**config.mk**
```make
export PLATFORM = sky130hd
export DESIGN_NAME = dcnt_channel
export DESIGN_NICKNAME = d
export VERILOG_FILES = /design/src/rtl/dcnt_pkg.sv /design/src/rtl/dcnt_sync_edge.sv /design/src/rtl/dcnt_cfg.sv /design/src/rtl/dcnt_engine.sv /design/src/rtl/dcnt_channel.sv
export SDC_FILE = /design/constraint.sdc
export NUM_CORES = 1
export LEC_CHECK = 0
export BUFFER_PORTS_ARGS = -buffer_cell sky130_fd_sc_hd__buf_2
export CAP_MARGIN = 20
export CORE_ASPECT_RATIO = 1.5
export CORE_MARGIN = 2
export CORE_UTILIZATION = 35
export DETAILED_ROUTE_END_ITERATION = 12
export HOLD_SLACK_MARGIN = 0.03
export PLACE_DENSITY_LB_ADDON = 0.1
export SKIP_LAST_GASP = 1
export SYNTH_ARGS = -nofsm -noshare
export SYNTH_HDL_FRONTEND = slang
export SYNTH_SLANG_ARGS = --single-unit
```
**constraint.sdc**
```tcl
create_clock -name clk -period 5.67 [get_ports clk]
set_input_delay 0 -clock clk [delete_from_list [all_inputs] [get_ports clk]]
set_output_delay 0 -clock clk [all_outputs]
set_load 0.01 [all_outputs]
```
**src/rtl/dcnt_pkg.sv**
```systemverilog
`timescale 1ns/1ps
// Shared types for the down-counter channel: mode codes, phase states
// and the decode that folds the two alias codes onto the periodic modes.
package dcnt_pkg;

    typedef enum logic [2:0] {
        M_TC_FLAG   = 3'd0,
        M_ONESHOT   = 3'd1,
        M_RATE      = 3'd2,
        M_SQUARE    = 3'd3,
        M_SW_STROBE = 3'd4,
        M_HW_STROBE = 3'd5
    } mode_e;

    typedef enum logic [1:0] {
        PH_IDLE   = 2'd0,
        PH_ARMED  = 2'd1,
        PH_RUN    = 2'd2,
        PH_STROBE = 2'd3
    } phase_e;

    // Codes 6 and 7 select the periodic modes 2 and 3.
    function automatic mode_e decode_mode(input logic [2:0] code);
        if (code[2:1] == 2'b11) return mode_e'({1'b0, code[1:0]});
        return mode_e'(code);
    endfunction

    // True for modes in which a gate rising edge acts as a trigger.
    function automatic logic gate_sensitive(input mode_e m);
        return (m == M_ONESHOT) || (m == M_RATE) || (m == M_SQUARE) || (m == M_HW_STROBE);
    endfunction

endpackage

```
**src/rtl/dcnt_sync_edge.sv**
```systemverilog
`timescale 1ns/1ps
// Synchroniser with edge detect.
// Brings an asynchronous level into the clk domain through STAGES flops
// and gives a one-cycle pulse on the edge that FALLING selects.
// Assumes each input level lasts longer than STAGES+1 system clocks.
module dcnt_sync_edge #(
    parameter int STAGES  = 2,
    parameter bit FALLING = 1'b1
) (
    input  logic clk,
    input  logic rst_n,
    input  logic async_in,
    output logic edge_hit
);
    localparam int LAST = STAGES - 1;

    logic [LAST:0] chain;
    logic          prev;

    // Shift the raw input through the synchroniser chain.
    always_ff @(posedge clk) begin
        if (!rst_n) chain <= '0;
        else        chain <= {chain[LAST-1:0], async_in};
    end

    // Remember the last synchronised level for edge detection.
    always_ff @(posedge clk) begin
        if (!rst_n) prev <= 1'b0;
        else        prev <= chain[LAST];
    end

    generate
        if (FALLING) begin : g_fall
            assign edge_hit = prev & ~chain[LAST];
        end else begin : g_rise
            assign edge_hit = ~prev & chain[LAST];
        end
    endgenerate

endmodule

```
**src/rtl/dcnt_cfg.sv**
```systemverilog
`timescale 1ns/1ps
// Configuration holder: the active mode, the stored reload value and the
// refused-value flag. Decides whether a reload write is accepted.
// Assumes mode_wr and preset_wr are single-cycle strobes; mode_wr wins.
module dcnt_cfg
    import dcnt_pkg::*;
#(
    parameter int WIDTH = 16
) (
    input  logic             clk,
    input  logic             rst_n,
    input  logic             mode_wr,
    input  logic [2:0]       mode_code,
    input  logic             preset_wr,
    input  logic [WIDTH-1:0] preset_val,
    output mode_e            mode_q,
    output logic [WIDTH-1:0] preset_q,
    output logic             err_q,
    output logic             load_ok
);
    localparam logic [WIDTH-1:0] ONE = WIDTH'(1);

    logic refuse;

    assign refuse  = ((mode_q == M_RATE) || (mode_q == M_SQUARE)) && (preset_val == ONE);
    assign load_ok = preset_wr && !mode_wr && !refuse;

    // Hold mode, reload value and the error flag.
    always_ff @(posedge clk) begin
        if (!rst_n) begin
            mode_q   <= M_TC_FLAG;
            preset_q <= '0;
            err_q    <= 1'b0;
        end else if (mode_wr) begin
            mode_q   <= decode_mode(mode_code);
            preset_q <= '0;
            err_q    <= 1'b0;
        end else if (preset_wr) begin
            if (refuse) begin
                err_q <= 1'b1;
            end else begin
                preset_q <= preset_val;
                err_q    <= 1'b0;
            end
        end
    end

endmodule

```
**src/rtl/dcnt_engine.sv**
```systemverilog
`timescale 1ns/1ps
// Counting engine: the down-counter, its phase and the output waveform.
// Priority per cycle: mode write, accepted load, gate trigger, count step.
// Assumes tick and trig are single-cycle pulses from the synchronisers.
module dcnt_engine
    import dcnt_pkg::*;
#(
    parameter int WIDTH = 16
) (
    input  logic             clk,
    input  logic             rst_n,
    input  mode_e            mode,
    input  logic             mode_wr,
    input  logic [2:0]       mode_code,
    input  logic             load_ok,
    input  logic [WIDTH-1:0] load_val,
    input  logic [WIDTH-1:0] preset_q,
    input  logic             tick,
    input  logic             trig,
    output logic [WIDTH-1:0] count_q,
    output logic             out_q
);
    localparam logic [WIDTH-1:0] ONE = WIDTH'(1);
    localparam logic [WIDTH-1:0] TWO = WIDTH'(2);

    phase_e phase;
    logic   trig_live;

    // Square-wave start point: odd values lose their low bit.
    function automatic logic [WIDTH-1:0] even_of(input logic [WIDTH-1:0] v);
        return {v[WIDTH-1:1], 1'b0};
    endfunction

    assign trig_live = trig && (phase != PH_IDLE) && gate_sensitive(mode);

    // Advance count, phase and output for the event of highest priority.
    always_ff @(posedge clk) begin
        if (!rst_n) begin
            count_q <= '0;
            out_q   <= 1'b1;
            phase   <= PH_IDLE;
        end else if (mode_wr) begin
            count_q <= '0;
            out_q   <= (decode_mode(mode_code) != M_TC_FLAG);
            phase   <= PH_IDLE;
        end else if (load_ok) begin
            case (mode)
                M_TC_FLAG: begin
                    count_q <= load_val;
                    out_q   <= 1'b0;
                    phase   <= PH_RUN;
                end
                M_SW_STROBE: begin
                    count_q <= load_val;
                    out_q   <= 1'b1;
                    phase   <= PH_RUN;
                end
                M_ONESHOT, M_HW_STROBE: begin
                    if (phase == PH_IDLE) phase <= PH_ARMED;
                end
                M_RATE: begin
                    if (phase == PH_IDLE) begin
                        count_q <= load_val;
                        out_q   <= 1'b1;
                        phase   <= PH_RUN;
                    end
                end
                M_SQUARE: begin
                    if (phase == PH_IDLE) begin
                        count_q <= even_of(load_val);
                        out_q   <= 1'b1;
                        phase   <= PH_RUN;
                    end
                end
                default: ;
            endcase
        end else if (trig_live) begin
            phase <= PH_RUN;
            case (mode)
                M_ONESHOT: begin
                    count_q <= preset_q;
                    out_q   <= 1'b0;
                end
                M_SQUARE: begin
                    count_q <= even_of(preset_q);
                    out_q   <= 1'b1;
                end
                default: begin
                    count_q <= preset_q;
                    out_q   <= 1'b1;
                end
            endcase
        end else if (tick && (phase == PH_RUN)) begin
            case (mode)
                M_TC_FLAG, M_ONESHOT: begin
                    if (count_q == ONE) begin
                        count_q <= '0;
                        out_q   <= 1'b1;
                        phase   <= (mode == M_ONESHOT) ? PH_ARMED : PH_IDLE;
                    end else begin
                        count_q <= count_q - ONE;
                    end
                end
                M_RATE: begin
                    if (count_q == ONE) begin
                        count_q <= preset_q;
                        out_q   <= 1'b1;
                    end else begin
                        count_q <= count_q - ONE;
                        out_q   <= (count_q != TWO);
                    end
                end
                M_SQUARE: begin
                    if (count_q == TWO) begin
                        count_q <= even_of(preset_q);
                        out_q   <= ~out_q;
                    end else begin
                        count_q <= count_q - TWO;
                    end
                end
                default: begin
                    if (count_q == ONE) begin
                        count_q <= '0;
                        out_q   <= 1'b0;
                        phase   <= PH_STROBE;
                    end else begin
                        count_q <= count_q - ONE;
                    end
                end
            endcase
        end else if (tick && (phase == PH_STROBE)) begin
            out_q <= 1'b1;
            phase <= (mode == M_HW_STROBE) ? PH_ARMED : PH_IDLE;
        end
    end

endmodule

```
**src/rtl/dcnt_channel.sv**
```systemverilog
`timescale 1ns/1ps
// Top of one down-counter channel: synchronises the count clock and gate,
// holds the configuration and runs the counting engine.
// Assumes the register block above issues single-cycle write strobes.
module dcnt_channel
    import dcnt_pkg::*;
#(
    parameter int WIDTH       = 16,
    parameter int SYNC_STAGES = 2
) (
    input  logic             clk,
    input  logic             rst_n,
    input  logic             cnt_clk_in,
    input  logic             gate_in,
    input  logic             mode_wr,
    input  logic [2:0]       mode_code,
    input  logic             preset_wr,
    input  logic [WIDTH-1:0] preset_val,
    output logic [WIDTH-1:0] count_q,
    output logic             wave_out,
    output logic             preset_err
);
    logic             tclk_fall;
    logic             gate_rise;
    mode_e            mode_q;
    logic [WIDTH-1:0] preset_q;
    logic             load_ok;

    dcnt_sync_edge #(.STAGES(SYNC_STAGES), .FALLING(1'b1)) u_tclk_sync (
        .clk      (clk),
        .rst_n    (rst_n),
        .async_in (cnt_clk_in),
        .edge_hit (tclk_fall)
    );

    dcnt_sync_edge #(.STAGES(SYNC_STAGES), .FALLING(1'b0)) u_gate_sync (
        .clk      (clk),
        .rst_n    (rst_n),
        .async_in (gate_in),
        .edge_hit (gate_rise)
    );

    dcnt_cfg #(.WIDTH(WIDTH)) u_cfg (
        .clk        (clk),
        .rst_n      (rst_n),
        .mode_wr    (mode_wr),
        .mode_code  (mode_code),
        .preset_wr  (preset_wr),
        .preset_val (preset_val),
        .mode_q     (mode_q),
        .preset_q   (preset_q),
        .err_q      (preset_err),
        .load_ok    (load_ok)
    );

    dcnt_engine #(.WIDTH(WIDTH)) u_engine (
        .clk       (clk),
        .rst_n     (rst_n),
        .mode      (mode_q),
        .mode_wr   (mode_wr),
        .mode_code (mode_code),
        .load_ok   (load_ok),
        .load_val  (preset_val),
        .preset_q  (preset_q),
        .tick      (tclk_fall),
        .trig      (gate_rise),
        .count_q   (count_q),
        .out_q     (wave_out)
    );

endmodule

```
==> key figures <==
Synthesis
  • Post-synthesis cell count: 406
  • Most common cell in the netlist: nand2_1
  • Area contributors post-synth: dfxtp_1 (29%), a21oi_1 (8.1%), nand2_1 (8.1%), a22o_1 (3.1%), o21ai_0 (2.2%)
  • EDFF count, synth: 0
  • Predominant post-synthesis flop cell: dfxtp_1
  • Share of the synthesized area in the top cell type: 28.6%
  • Async set-reset flop share out of synthesis: 0%
  • Synth Cell Area: 3150 um2
  • Register area share after synthesis: 28.6%
  • Yosys warning count: 0
  • Synth cell types: 70
  • Post-Syn Nets: 436
  • Flops & latches, synth: 45
  • Synth cell count leaders: nand2_1 (68), a21oi_1 (51), dfxtp_1 (45)
  • Yosys top cell by area: dfxtp_1
  • Avg Cell Area, Syn: 7.76 um2

Floorplanning
  • Num ports: 43
  • Core area: 8780 um2
  • Die ar.: 9790 um2
  • Die Height: 120 um
  • Initial core utilization: 35.9%
  • Row cnt: 42
  • Die width: 81.5 um

GRT
  • Vias in the first global route: 3194
  • Initial antenna violation count: 0
  • Global-route wire length before repair: 17000 um
  • Overflow after GRT: 0
  • Grt met3 use: 2.84%
  • Grt met1 use: 27.3%
  • Gr busiest metal: met2
  • Tot GR Track Use: 23.2%
  • Largest net degree at the start of global routing: 33
  • GR Util met2: 39.6%

Drt
  • Antenna viol nets, final: 0
  • Post-Route WL: 11100 um
  • Vias/cell: 5.89
  • Drt pass-1 iters: 5
  • Total number of vias: 3323
  • DR DRC count: 0
  • First DRT Iteration DRCs: 250
  • WL/cell: 19.7 um

Setup path
  • Worst R2R Start: u_engine.count_q[1]$_SDFFE_PP0P_
  • CP required: 5.90 ns
  • Worst-path maximum fanout: 12
  • RR Endpoint: u_engine.count_q[10]$_SDFFE_PP0P_
  • Worst Setup Start Kind: primary input
  • Crit path capture type: flop
  • Worst Setup Path Type: in2reg
  • R2R depth: 8
  • Reg2reg setup slack: 2.98 ns
  • Critical Path AT: 3.02 ns

Power and ir drop
  • Leakage power: 1.51 nW
  • PwrDens: 223 nW/um2
  • Worst vdd ir: 0.146 mV

Timing
  • Final TNS setup: 0 ns
  • Setup repair after global routing missed its margin: false
  • Clock skew: 0.0107 ns
  • Final min period: 2.79 ns
  • Max Fclk: 0.359 GHz
  • Final hold vios: 0
  • Count of final setup violators: 0
  • Slew @ Worst Pin: 0.898 ns
  • Hold Slack: 0.0515 ns
  • Slew Limit Fails: 0
  • Period utilization: 49.1%
  • Max_slew headroom: 40.0%

Clock network
  • Clock-pin slew on the worst setup and hold paths: 0.06 ns
  • CTS Hold Bufs: 21
  • CTS max path bufs: 2
  • CTS tree: built
  • CTS Buf Count: 5
  • Clock Sinks: 45
  • Root buffer cell: clkbuf_16
  • Clock Latency Late Sink: 0.30 ns
  • Post-CTS setup buffer count: 0
  • Cts repair resizes: 0
  • H-tree levels: 2

Placement
  • Placer Congestion: 0.913
  • IO Port Bufs: 42
  • Cell Count Post-Placement: 535
  • DP HPWL: 8250 um

Worst hold path
  • Min-delay src: preset_wr
  • HP Class: in2reg
  • WHS Endpoint: u_cfg.preset_q[7]$_SDFFE_PP0P_
  • Hold Crit Depth: 3

Layout
  • Layout Cells excl Fill: 564
  • Ratio of cells with drive above 1 in the final layout: 16.3%
  • Synth-to-layout area growth: 19.0%
  • Ant. Diodes: 0
  • Final Util: 42.7%
  • Layout Nets: 483

Job
  • Max_cap viols: 0

Run status
  • Status: finished clean
-- critical path, cell delays in order --
cell	delay, ns
dlygate4sd3_1	0.53
buf_2	0.14
nor4_1	0.59
and3_1	0.36
and2_2	0.22
o211ai_1	0.24
a21oi_2	0.68
a22o_1	0.25
-- layout make-up --
cell class	instances	area, um2
Fill cell	906	5030
Multi-Input combinational cell	328	2070
Sequential cell	45	901
Timing Repair Buffer	69	473
Clock buffer	6	139
Tap cell	110	138
Clock inverter	2	17.5
Inverter	4	15.0
-- power breakdown --
part	internal (mW)	total (mW)	switching, mW
Combinational	0.0763	0.179	0.103
Clock	0.178	0.311	0.133
Sequential	0.326	0.344	0.0173
Total	0.581	0.834	0.254
-- through the flow --
step	setup WS [ns]	area, um2	power, mW
after floorplan	3.55	3150	0.463
after global placement	2.84	3360	0.517
after detailed placement	3.03	3380	0.517
after CTS	2.95	3750	0.841
after global routing	2.77	3750	0.872
final	2.88	3750	0.834
-- cell usage in the layout (no fill, tap or decap), types with 7 or more instances in the layout --
| cell | count |
|---|---|
| o21ai_0 | 14 |
| nand3_1 | 9 |
| dfxtp_1 | 45 |
| and2_1 | 7 |
| nand2_1 | 68 |
| nor3_1 | 7 |
| o211ai_1 | 7 |
| buf_2 | 42 |
| nor2_1 | 17 |
| nand2b_1 | 11 |
| a22o_1 | 11 |
| a21oi_1 | 51 |
| dlygate4sd3_1 | 21 |
| a21o_1 | 7 |
-- worst max path at each step --
stage | startpoint | endpoint | slack, ns
6_report | preset_val[5] | u_engine.count_q[8]$_SDFFE_PP0P_ | 2.88
5_1_grt | u_engine.count_q[2]$_SDFFE_PP0P_ | u_engine.count_q[13]$_SDFFE_PP0P_ | 2.77
4_1_cts | preset_val[5] | u_engine.count_q[14]$_SDFFE_PP0P_ | 2.95
3_5_place_dp | u_engine.count_q[2]$_SDFFE_PP0P_ | u_engine.count_q[13]$_SDFFE_PP0P_ | 3.03
3_3_place_gp | u_cfg.mode_q[1]$_SDFFE_PN0P_ | u_engine.count_q[1]$_SDFFE_PP0P_ | 2.84
2_1_floorplan | u_engine.count_q[0]$_SDFFE_PP0P_ | u_engine.out_q$_SDFFE_PN1P_ | 3.55
-- layer usage --
metal,vias up,part of all wire (%)
met5,-,0
met4,0,4.8
met2,127,51
li1,1599,-
met1,1561,40
met3,36,4.5
-- cells by family (layout without fill, tap and decap cells) --
logic type               count (synthesis)  in the layout  share of synthesized area (%)
buffers and inverters                   33             81                           5.80
AND/OR/NAND/NOR                        173            173                           31.1
AO/OA/AOI/OAI                          136            136                           28.4
multiplexers                             6              6                           1.95
flip-flops                              45             45                           28.6
XOR/XNOR                                 8              8                           2.22
adder cells (fa/ha/maj)                  5              5                           1.99
-- registers in the layout, summed over array words and instances (netlist names) --
signal,flops
u_tclk_sync.prev,1
u_cfg.mode_q,3
u_gate_sync.prev,1
u_cfg.err_q,1
u_engine.out_q,1
u_gate_sync.chain,2
u_engine.count_q,16
u_tclk_sync.chain,2
u_cfg.preset_q,16
u_engine.phase,2
Note: power is estimated with default switching activity, not from simulation.
